`config.mk`:
```
export PLATFORM = sky130hd
export DESIGN_NAME = tdm_channel_port
export DESIGN_NICKNAME = d
export VERILOG_FILES = /design/src/rtl/tdm_pkg.sv /design/src/rtl/tdm_frame_timer.sv /design/src/rtl/tdm_tx_serializer.sv /design/src/rtl/tdm_rx_deserializer.sv /design/src/rtl/tdm_channel_port.sv
export SDC_FILE = /design/constraint.sdc
export NUM_CORES = 1
export LEC_CHECK = 0
export BUFFER_PORTS_ARGS = -buffer_cell sky130_fd_sc_hd__buf_2
export CAP_MARGIN = 0
export CORE_MARGIN = 2
export CORE_UTILIZATION = 55
export CTS_CLUSTER_DIAMETER = 120
export CTS_CLUSTER_SIZE = 16
export DETAILED_ROUTE_END_ITERATION = 10
export GPL_TIMING_DRIVEN = 0
export PLACE_DENSITY = 0.75
export SLEW_MARGIN = 40
export SYNTH_ARGS = -nofsm -noshare
export SYNTH_HDL_FRONTEND = slang
export SYNTH_SLANG_ARGS = --single-unit
```
`constraint.sdc`:
```
create_clock -name clk -period 3.3 [get_ports clk]
set_input_delay 0.33 -clock clk [delete_from_list [all_inputs] [get_ports clk]]
set_output_delay 0.33 -clock clk [all_outputs]
set_load 0.03 [all_outputs]
```
`src/rtl/tdm_pkg.sv`:
```
package tdm_pkg;

    localparam int CYC_PER_BIT  = 2;
    localparam int CHAN_BITS    = 8;
    localparam int FRAME_SLOTS  = 32;
    localparam int OWN_SLOTS    = 4;

    localparam int CYC_PER_SLOT = CYC_PER_BIT * CHAN_BITS;
    localparam int FRAME_CYC    = CYC_PER_SLOT * FRAME_SLOTS;
    localparam int ACTIVE_CYC   = CYC_PER_SLOT * OWN_SLOTS;
    localparam int WORD_BITS    = CHAN_BITS * OWN_SLOTS;
    localparam int CNT_W        = $clog2(FRAME_CYC);
    localparam int POS_W        = $clog2(WORD_BITS);

    typedef logic [CNT_W-1:0]     cnt_t;
    typedef logic [POS_W-1:0]     pos_t;
    typedef logic [CHAN_BITS-1:0] chan_t;

    // Slot order on the wire; the first field is sent first.
    typedef struct packed {
        chan_t d;
        chan_t c;
        chan_t b1;
        chan_t b2;
    } chan_set_t;

    typedef struct packed {
        logic active;  // inside the four owned slots
        logic sample;  // second cycle of a bit cell
        logic last;    // final cycle of the owned window
        pos_t pos;     // bit index within the owned window
    } phase_t;

    function automatic phase_t decode_phase(cnt_t cnt);
        phase_t ph;
        ph.active = (cnt < CNT_W'(ACTIVE_CYC));
        ph.sample = ((cnt % CNT_W'(CYC_PER_BIT)) == CNT_W'(CYC_PER_BIT - 1));
        ph.last   = (cnt == CNT_W'(ACTIVE_CYC - 1));
        ph.pos    = POS_W'(cnt / CNT_W'(CYC_PER_BIT));
        return ph;
    endfunction

endpackage

```
`src/rtl/tdm_frame_timer.sv`:
```
module tdm_frame_timer
    import tdm_pkg::*;
#(
    parameter int LOF_LIMIT = FRAME_CYC
) (
    input  logic clk,
    input  logic rst,
    input  logic frame_n,
    input  logic half_sel,
    output cnt_t cnt,
    output logic fp_hit,
    output logic lof,
    output logic half_q
);
    localparam int SINCE_W = $clog2(LOF_LIMIT);

    logic [SINCE_W-1:0] since_q;

    assign fp_hit = !frame_n;

    always_ff @(posedge clk) begin
        if (rst) begin
            cnt     <= '0;
            since_q <= '0;
            lof     <= 1'b1;
            half_q  <= 1'b0;
        end else if (fp_hit) begin
            cnt     <= '0;
            since_q <= '0;
            lof     <= 1'b0;
            half_q  <= half_sel;
        end else begin
            cnt <= (cnt == CNT_W'(FRAME_CYC - 1)) ? '0 : cnt + 1'b1;
            if (since_q == SINCE_W'(LOF_LIMIT - 1))
                lof <= 1'b1;
            else
                since_q <= since_q + 1'b1;
        end
    end

endmodule

```
`src/rtl/tdm_tx_serializer.sv`:
```
module tdm_tx_serializer
    import tdm_pkg::*;
(
    input  logic      clk,
    input  logic      rst,
    input  logic      fp_hit,
    input  logic      half_sel,
    input  chan_set_t tx_in,
    input  logic      active,
    input  pos_t      pos,
    input  logic      lof,
    output logic      ser_out,
    output logic      ser_oe
);
    chan_set_t             tx_q;
    logic [WORD_BITS-1:0]  tx_vec;

    always_ff @(posedge clk) begin
        if (rst) begin
            tx_q <= '0;
        end else if (fp_hit) begin
            tx_q.d  <= tx_in.d;
            tx_q.c  <= {half_sel, tx_in.c[CHAN_BITS-2:0]};
            tx_q.b1 <= tx_in.b1;
            tx_q.b2 <= tx_in.b2;
        end
    end

    assign tx_vec  = tx_q;
    assign ser_oe  = active && !lof;
    assign ser_out = ser_oe && tx_vec[POS_W'(WORD_BITS - 1) - pos];

endmodule

```
`src/rtl/tdm_rx_deserializer.sv`:
```
module tdm_rx_deserializer
    import tdm_pkg::*;
(
    input  logic      clk,
    input  logic      rst,
    input  logic      ser_in,
    input  logic      active,
    input  logic      sample,
    input  logic      last,
    input  logic      lof,
    output chan_set_t rx_out,
    output logic      rx_valid
);
    logic [WORD_BITS-1:0] shift_q;
    logic [WORD_BITS-1:0] shift_nx;
    logic                 take;

    assign take     = active && sample && !lof;
    assign shift_nx = {shift_q[WORD_BITS-2:0], ser_in};

    always_ff @(posedge clk) begin
        if (rst) begin
            shift_q  <= '0;
            rx_out   <= '0;
            rx_valid <= 1'b0;
        end else begin
            rx_valid <= 1'b0;
            if (take) begin
                shift_q <= shift_nx;
                if (last) begin
                    rx_out   <= shift_nx;
                    rx_valid <= 1'b1;
                end
            end
        end
    end

endmodule

```
`src/rtl/tdm_channel_port.sv`:
```
module tdm_channel_port
    import tdm_pkg::*;
#(
    parameter int LOF_LIMIT = FRAME_CYC
) (
    input  logic                 clk,
    input  logic                 rst,
    input  logic                 frame_n,
    input  logic                 ser_in,
    input  logic                 half_sel,
    input  logic [CHAN_BITS-1:0] tx_d,
    input  logic [CHAN_BITS-1:0] tx_c,
    input  logic [CHAN_BITS-1:0] tx_b1,
    input  logic [CHAN_BITS-1:0] tx_b2,
    output logic                 ser_out,
    output logic                 ser_oe,
    output logic                 dfp_n,
    output logic [CHAN_BITS-1:0] rx_d,
    output logic [CHAN_BITS-1:0] rx_c,
    output logic [CHAN_BITS-1:0] rx_b1,
    output logic [CHAN_BITS-1:0] rx_b2,
    output logic                 rx_valid,
    output logic                 half_flag,
    output logic                 lof
);
    cnt_t      cnt;
    logic      fp_hit;
    phase_t    ph;
    chan_set_t tx_set;
    chan_set_t rx_set;

    tdm_frame_timer #(.LOF_LIMIT(LOF_LIMIT)) u_timer (
        .clk      (clk),
        .rst      (rst),
        .frame_n  (frame_n),
        .half_sel (half_sel),
        .cnt      (cnt),
        .fp_hit   (fp_hit),
        .lof      (lof),
        .half_q   (half_flag)
    );

    assign ph = decode_phase(cnt);

    assign tx_set.d  = tx_d;
    assign tx_set.c  = tx_c;
    assign tx_set.b1 = tx_b1;
    assign tx_set.b2 = tx_b2;

    tdm_tx_serializer u_tx (
        .clk      (clk),
        .rst      (rst),
        .fp_hit   (fp_hit),
        .half_sel (half_sel),
        .tx_in    (tx_set),
        .active   (ph.active),
        .pos      (ph.pos),
        .lof      (lof),
        .ser_out  (ser_out),
        .ser_oe   (ser_oe)
    );

    tdm_rx_deserializer u_rx (
        .clk      (clk),
        .rst      (rst),
        .ser_in   (ser_in),
        .active   (ph.active),
        .sample   (ph.sample),
        .last     (ph.last),
        .lof      (lof),
        .rx_out   (rx_set),
        .rx_valid (rx_valid)
    );

    assign rx_d  = rx_set.d;
    assign rx_c  = rx_set.c;
    assign rx_b1 = rx_set.b1;
    assign rx_b2 = rx_set.b2;

    // Handover pulse for the next port, in the last cycle of the owned window.
    assign dfp_n = !(ph.last && !lof);

endmodule

```
Yosys cells after proc, flatten, opt, wreduce, memory -nomap -nowiden:

Cells that the tools add are included.

* register bits: 116
* bits in latches: 0
* memory bits (writable): 0
* ROM bits: 0
* bits of input ports: 37
* output and inout bits: 38
* memories kept: 0

* $add $sub $neg: 3
* $mul: 0
* divide/modulo/power cells: 0
* magnitude comparators: 2
* equality and inequality tests: 4
* shift operators: 0
* multiplexer cells: 5
* bitwise operators: 2
* reductions and logical operators: 11

Operator list (number)
* 9-bit by 1-bit adder with 9-bit output (second input constant): 2
* 9-bit == test (second input constant): 2
* 9-bit by 6-bit == test with 1-bit output (second input constant): 1
* 9-bit by 7-bit < comparator with 1-bit output (second input constant): 1
* 5-bit by 6-bit < comparator with 1-bit output (second input constant): 1
* 1-bit binary-select mux with 5-bit select: 1
* 1-bit logical AND: 5
* 5-bit subtractor (first input constant): 1
* 1-bit two-way mux: 4
* 2-bit OR reduction: 2
* 3-bit OR reduction: 1
* 1-bit zero test: 2
* 2-bit by 1-bit inequality test with 1-bit output (second input constant): 1
* 1-bit inverter: 2
* 2-bit AND reduction: 1

Longest topological paths before layout:

* depth in word-level cells: 5
* depth in mapped cells: 9
* mapped depth without buffers: 7

Modules after synthesis:

Synthesis repeated with hierarchy kept, for this count alone.

* cells, all modules: 437
* area total of the unflattened synthesis: 4808.4 um2

Modules (own cells, without submodules)
* tdm_rx_deserializer: instances 1, cells an instance 210, area each 2468.6 um2
* tdm_tx_serializer: instances 1, cells an instance 128, area each 1445.1 um2
* tdm_frame_timer: instances 1, cells an instance 93, area each 853.3 um2
* tdm_channel_port: instances 1, cells an instance 6, area each 41.3 um2

Worst setup path after synthesis:

OpenSTA, ideal clock, no wires.

* kind: reg2out
* from: register u_timer.cnt[1]
* to: output ser_out
* data arrival time: 1.588 ns
* required time: 2.970 ns
* slack: 1.382 ns
* cell stages (with the launch flop): 6
* buffers on the path: 1
* cells stage by stage: dfxtp_1 > buf_4 > mux4_2 > mux2i_1 > nor2_1 > o311a_1

* longest elaborated chain between the ends: 4
* elaborated cells between the ends (all ways): 6
* classes of those cells: add/sub: 1; order compare: 1; mux: 2; reduce/logical: 2

RTL lines
* start, declared: line tdm_frame_timer.sv:10 `output cnt_t cnt,`
* start signal, assigned: line tdm_frame_timer.sv:33 `cnt <= (cnt == CNT_W'(FRAME_CYC - 1)) ? '0 : cnt + 1'b1;`
* 5-bit subtractor: line tdm_tx_serializer.sv:31 `assign ser_out = ser_oe && tx_vec[POS_W'(WORD_BITS - 1) - pos];`
* 1-bit binary-select mux with 5-bit select: line tdm_tx_serializer.sv:31
* 1-bit two-way mux (not written as such): line tdm_tx_serializer.sv:31
* 1-bit logical AND (*): line tdm_tx_serializer.sv:31
* end, declared: line tdm_channel_port.sv:15 `output logic ser_out,`

Mark *: on every way between the ends. The rest lies on a longest branch, timed or not. The select of a mux whose other input is x is not followed.

Worst setup path in the final report:

* from: register u_timer.cnt[2]
* to: output ser_out

The elaborated chain is that of the path after synthesis.

==> run_results.csv <==
group,metric,value,unit
clocking,cts_setup_buffers,0,
timing,worst_clock_skew,0.00592,ns
timing,fmax,0.363,GHz
logic_synthesis,ys_ff_latch,115,
timing,fin_crit_sh,0.836,
power,p_int,2840,uW
global_route,first_global_vias,3647,
worst_hold_path,hold_path_startpoint,"tx_d[1]",
critical_path,crit_path_end_kind,"primary output",
clocking,root_buffer,"clkbuf_8",
clocking,cts.clk_slew.worst_paths,0.05,ns
power,swShare,0.201,
placement,dp_hpwl,6640,um
placement,place.gp.congestion,0.799,
detailed_routing,vias_per_cell,5.30,
logic_synthesis,synth_area_leaders,"dfxtp_1, nand2_1, mux2i_1",
timing,setup_viol,0,
floorplanning,die_w,94.6,um
floorplanning,die_y,94.6,um
clocking,numCtsBuffers,17,
power,clkPwrFrac,0.554,
placement,placed_cells,669,
global_route,grt_overflow,0,
timing,finalHoldViolations,0,
logic_synthesis,netlist.top_cell.by_area,"dfxtp_1",
clocking,insertion_delay,0.52,ns
critical_path,startpoint_type,"register",
floorplanning,start_util,0.558,
timing,tns,0,ns
final_layout,area_delta_synth_final,24.9,%
power,p_sw,715,uW
placement,dp_slack,1.15,ns
logic_synthesis,syn_inst,493,
critical_path,worstPathRequired,2.97,ns
flow_run,drv_cap,0,
detailed_routing,totalWireLength,10200,um
power,seq_power_share,0.403,
power,total_power,3550,uW
placement,io_buffers,71,
logic_synthesis,yosysUniqueCellTypes,35,
logic_synthesis,ys_async_sr_fraction,0,
critical_path,crit_fanout,10,
clocking,cts.path.max_buffers,2,
final_layout,final_cell_count_no_fill,700,
clocking,cts_max_level,4,
critical_path,crit_type,"register to primary output",
logic_synthesis,synth_area_per_cell,9.17,um^2
timing,slew_headroom,0.600,
floorplanning,core-area,0.00809,mm^2
logic_synthesis,ys_seq_area_frac,0.509,
floorplanning,io_pins,75,
global_route,grt_pass1_wl,16600,um
clocking,cts_tree,"yes",
worst_hold_path,holdCritPathClass,"input port to register",
final_layout,fin_area,0.00564,mm^2
power,vdd_drop_max,340,uV
global_route,grt_max_degree,17,
critical_path,reg2reg_from,"u_timer.cnt[0]",
power,power_frac_comb,0.043,
timing,rsz0062_at_grt,"no",
clocking,cts_hold_buf,0,
logic_synthesis,synth.top_cells.by_count,"dfxtp_1, nand2_1, a21oi_1, nor2_1, nand3_1",
run_status,status,"finished, final reports clean",
detailed_routing,ant_nets,0,
detailed_routing,avgRoutedWirePerCell,14.6,um
timing,tightest_slew,0.600,ns
floorplanning,die_area,0.00896,mm^2
logic_synthesis,synth_ff_type,"dfxtp_1",
detailed_routing,num_vias,3712,
logic_synthesis,syn_area,0.00452,mm^2
global_route,track_usage,0.243,
detailed_routing,dr.first_iter.drc_count,120,
final_layout,drive_above_1_share,0.215,
power,power.density,629,mW/mm^2
clocking,cts_sinks,115,
final_layout,nNetsFinal,624,
global_route,antenna_found_initial,0,
power,power_leakage,0.00234,uW
logic_synthesis,synth.net_count,534,
placement,post_dp_cell_area,0.00501,mm^2
critical_path,startpoint,"u_timer.cnt[2]",
logic_synthesis,ys_warn_count,0,
detailed_routing,first_pass_iters,6,
timing,setup_slack,0.542,ns
detailed_routing,route.detailed.drc,0,
logic_synthesis,synth_top_area_frac,0.509,
clocking,post_cts_resized,0,
logic_synthesis,yosysMostFrequentCell,"dfxtp_1",
floorplanning,rows,33,
timing,period_needed,2.76,ns
timing,slew_violations,0,
critical_path,cp.arrival,2.43,ns
final_layout,diodes,0,
critical_path,r2r_setup_slack,1.12,ns
logic_synthesis,synth-edff-count,0,
[per-layer routing]
metal	GRT usage	vias up	share of wire
met2	0.414	110	0.50
li1	-	1847	-
met5	0	-	0
met1	0.278	1737	0.43
met4	0.0857	0	0.019
met3	0.0926	18	0.051
[stage by stage]
stage / hold slack (ns) / utilization
final: 0.0394 / 0.697
after global routing: 0.0370 / 0.697
after CTS: 0.0278 / 0.697
after detailed placement: 0.443 / 0.619
after global placement: 0.441 / 0.619
after floorplan: 0.437 / -
[critical path, stage by stage, from the launching register on]
cell     delay, ns
dfxtp_1       0.45
buf_6         0.21
mux2_4        0.31
a41oi_1       0.23
o41ai_1       0.13
o311a_1       0.39
buf_2         0.19
[cell usage in the layout (no fill, tap or decap)]
cell type	netlist	routed
a21oi_1	63	63
a41oi_1	1	1
and2_1	2	2
and2_4	1	1
and3_1	3	3
and3b_1	1	1
and4_1	2	2
buf_2	10	81
buf_4	1	1
buf_6	4	4
buf_8	4	4
bufinv_16	0	5
clkbuf_1	18	19
clkbuf_16	0	16
clkbuf_8	0	4
clkinv_2	0	4
clkinv_4	0	1
dfxtp_1	115	115
ha_1	4	4
inv_1	4	4
mux2_4	1	1
mux2i_1	37	37
mux4_1	3	3
mux4_2	4	4
nand2_1	99	99
nand2b_1	2	2
nand3_1	39	39
nand4_1	2	2
nor2_1	51	51
nor2_2	1	1
nor2b_1	1	1
nor4_4	1	1
o2111ai_1	1	1
o21ai_0	1	1
o311a_1	1	1
o41ai_1	1	1
or2_1	1	1
or4_1	1	1
xnor2_1	5	5
xor2_1	8	8
[kinds of logic after synthesis]
logic type	share of synthesized area
xor gates and xnor gates	0.0252
AOI/OAI and AO/OA	0.0789
DFF	0.509
muxes	0.123
adders and majority gates	0.0111
buffers and inverters	0.0543
and+or+nand+nor	0.199
[sequential cells by signal (all words and copies together), names as in the netlist]
signal / cells
u_timer.half_q: 1
u_rx.rx_out: 32
u_timer.since_q: 9
u_rx.rx_valid: 1
u_tx.tx_q: 31
u_timer.lof: 1
u_timer.cnt: 9
u_rx.shift_q: 31
[worst paths after layout]
path	endpoint	cells past startpoint
setup reg to reg	u_timer.cnt[5]	9
setup / recovery	ser_out	6
hold reg to reg	u_rx.rx_out[11]	2
hold / removal	u_tx.tx_q[25]	3
[power groups by stage]
stage | Clock (uW) | Combinational [uW] | Sequential [uW]
5_1_grt | 2060 | 167 | 1440
4_1_cts | 1980 | 153 | 1430
6_report | 1970 | 153 | 1430
2_1_floorplan | 0 | 102 | 1460
3_3_place_gp | 0 | 147 | 1460
3_5_place_dp | 0 | 151 | 1460
[cell type report]
cell class | count | area [um^2]
Clock inverter | 10 | 179
Multi-Input combinational cell | 337 | 1970
Timing Repair Buffer | 71 | 355
Clock buffer | 21 | 459
Sequential cell | 115 | 2300
Buffer | 37 | 230
Fill cell | 638 | 2450
Tap cell | 105 | 131
Inverter | 4 | 15.0
Note: power is estimated with default switching activity, not from simulation.
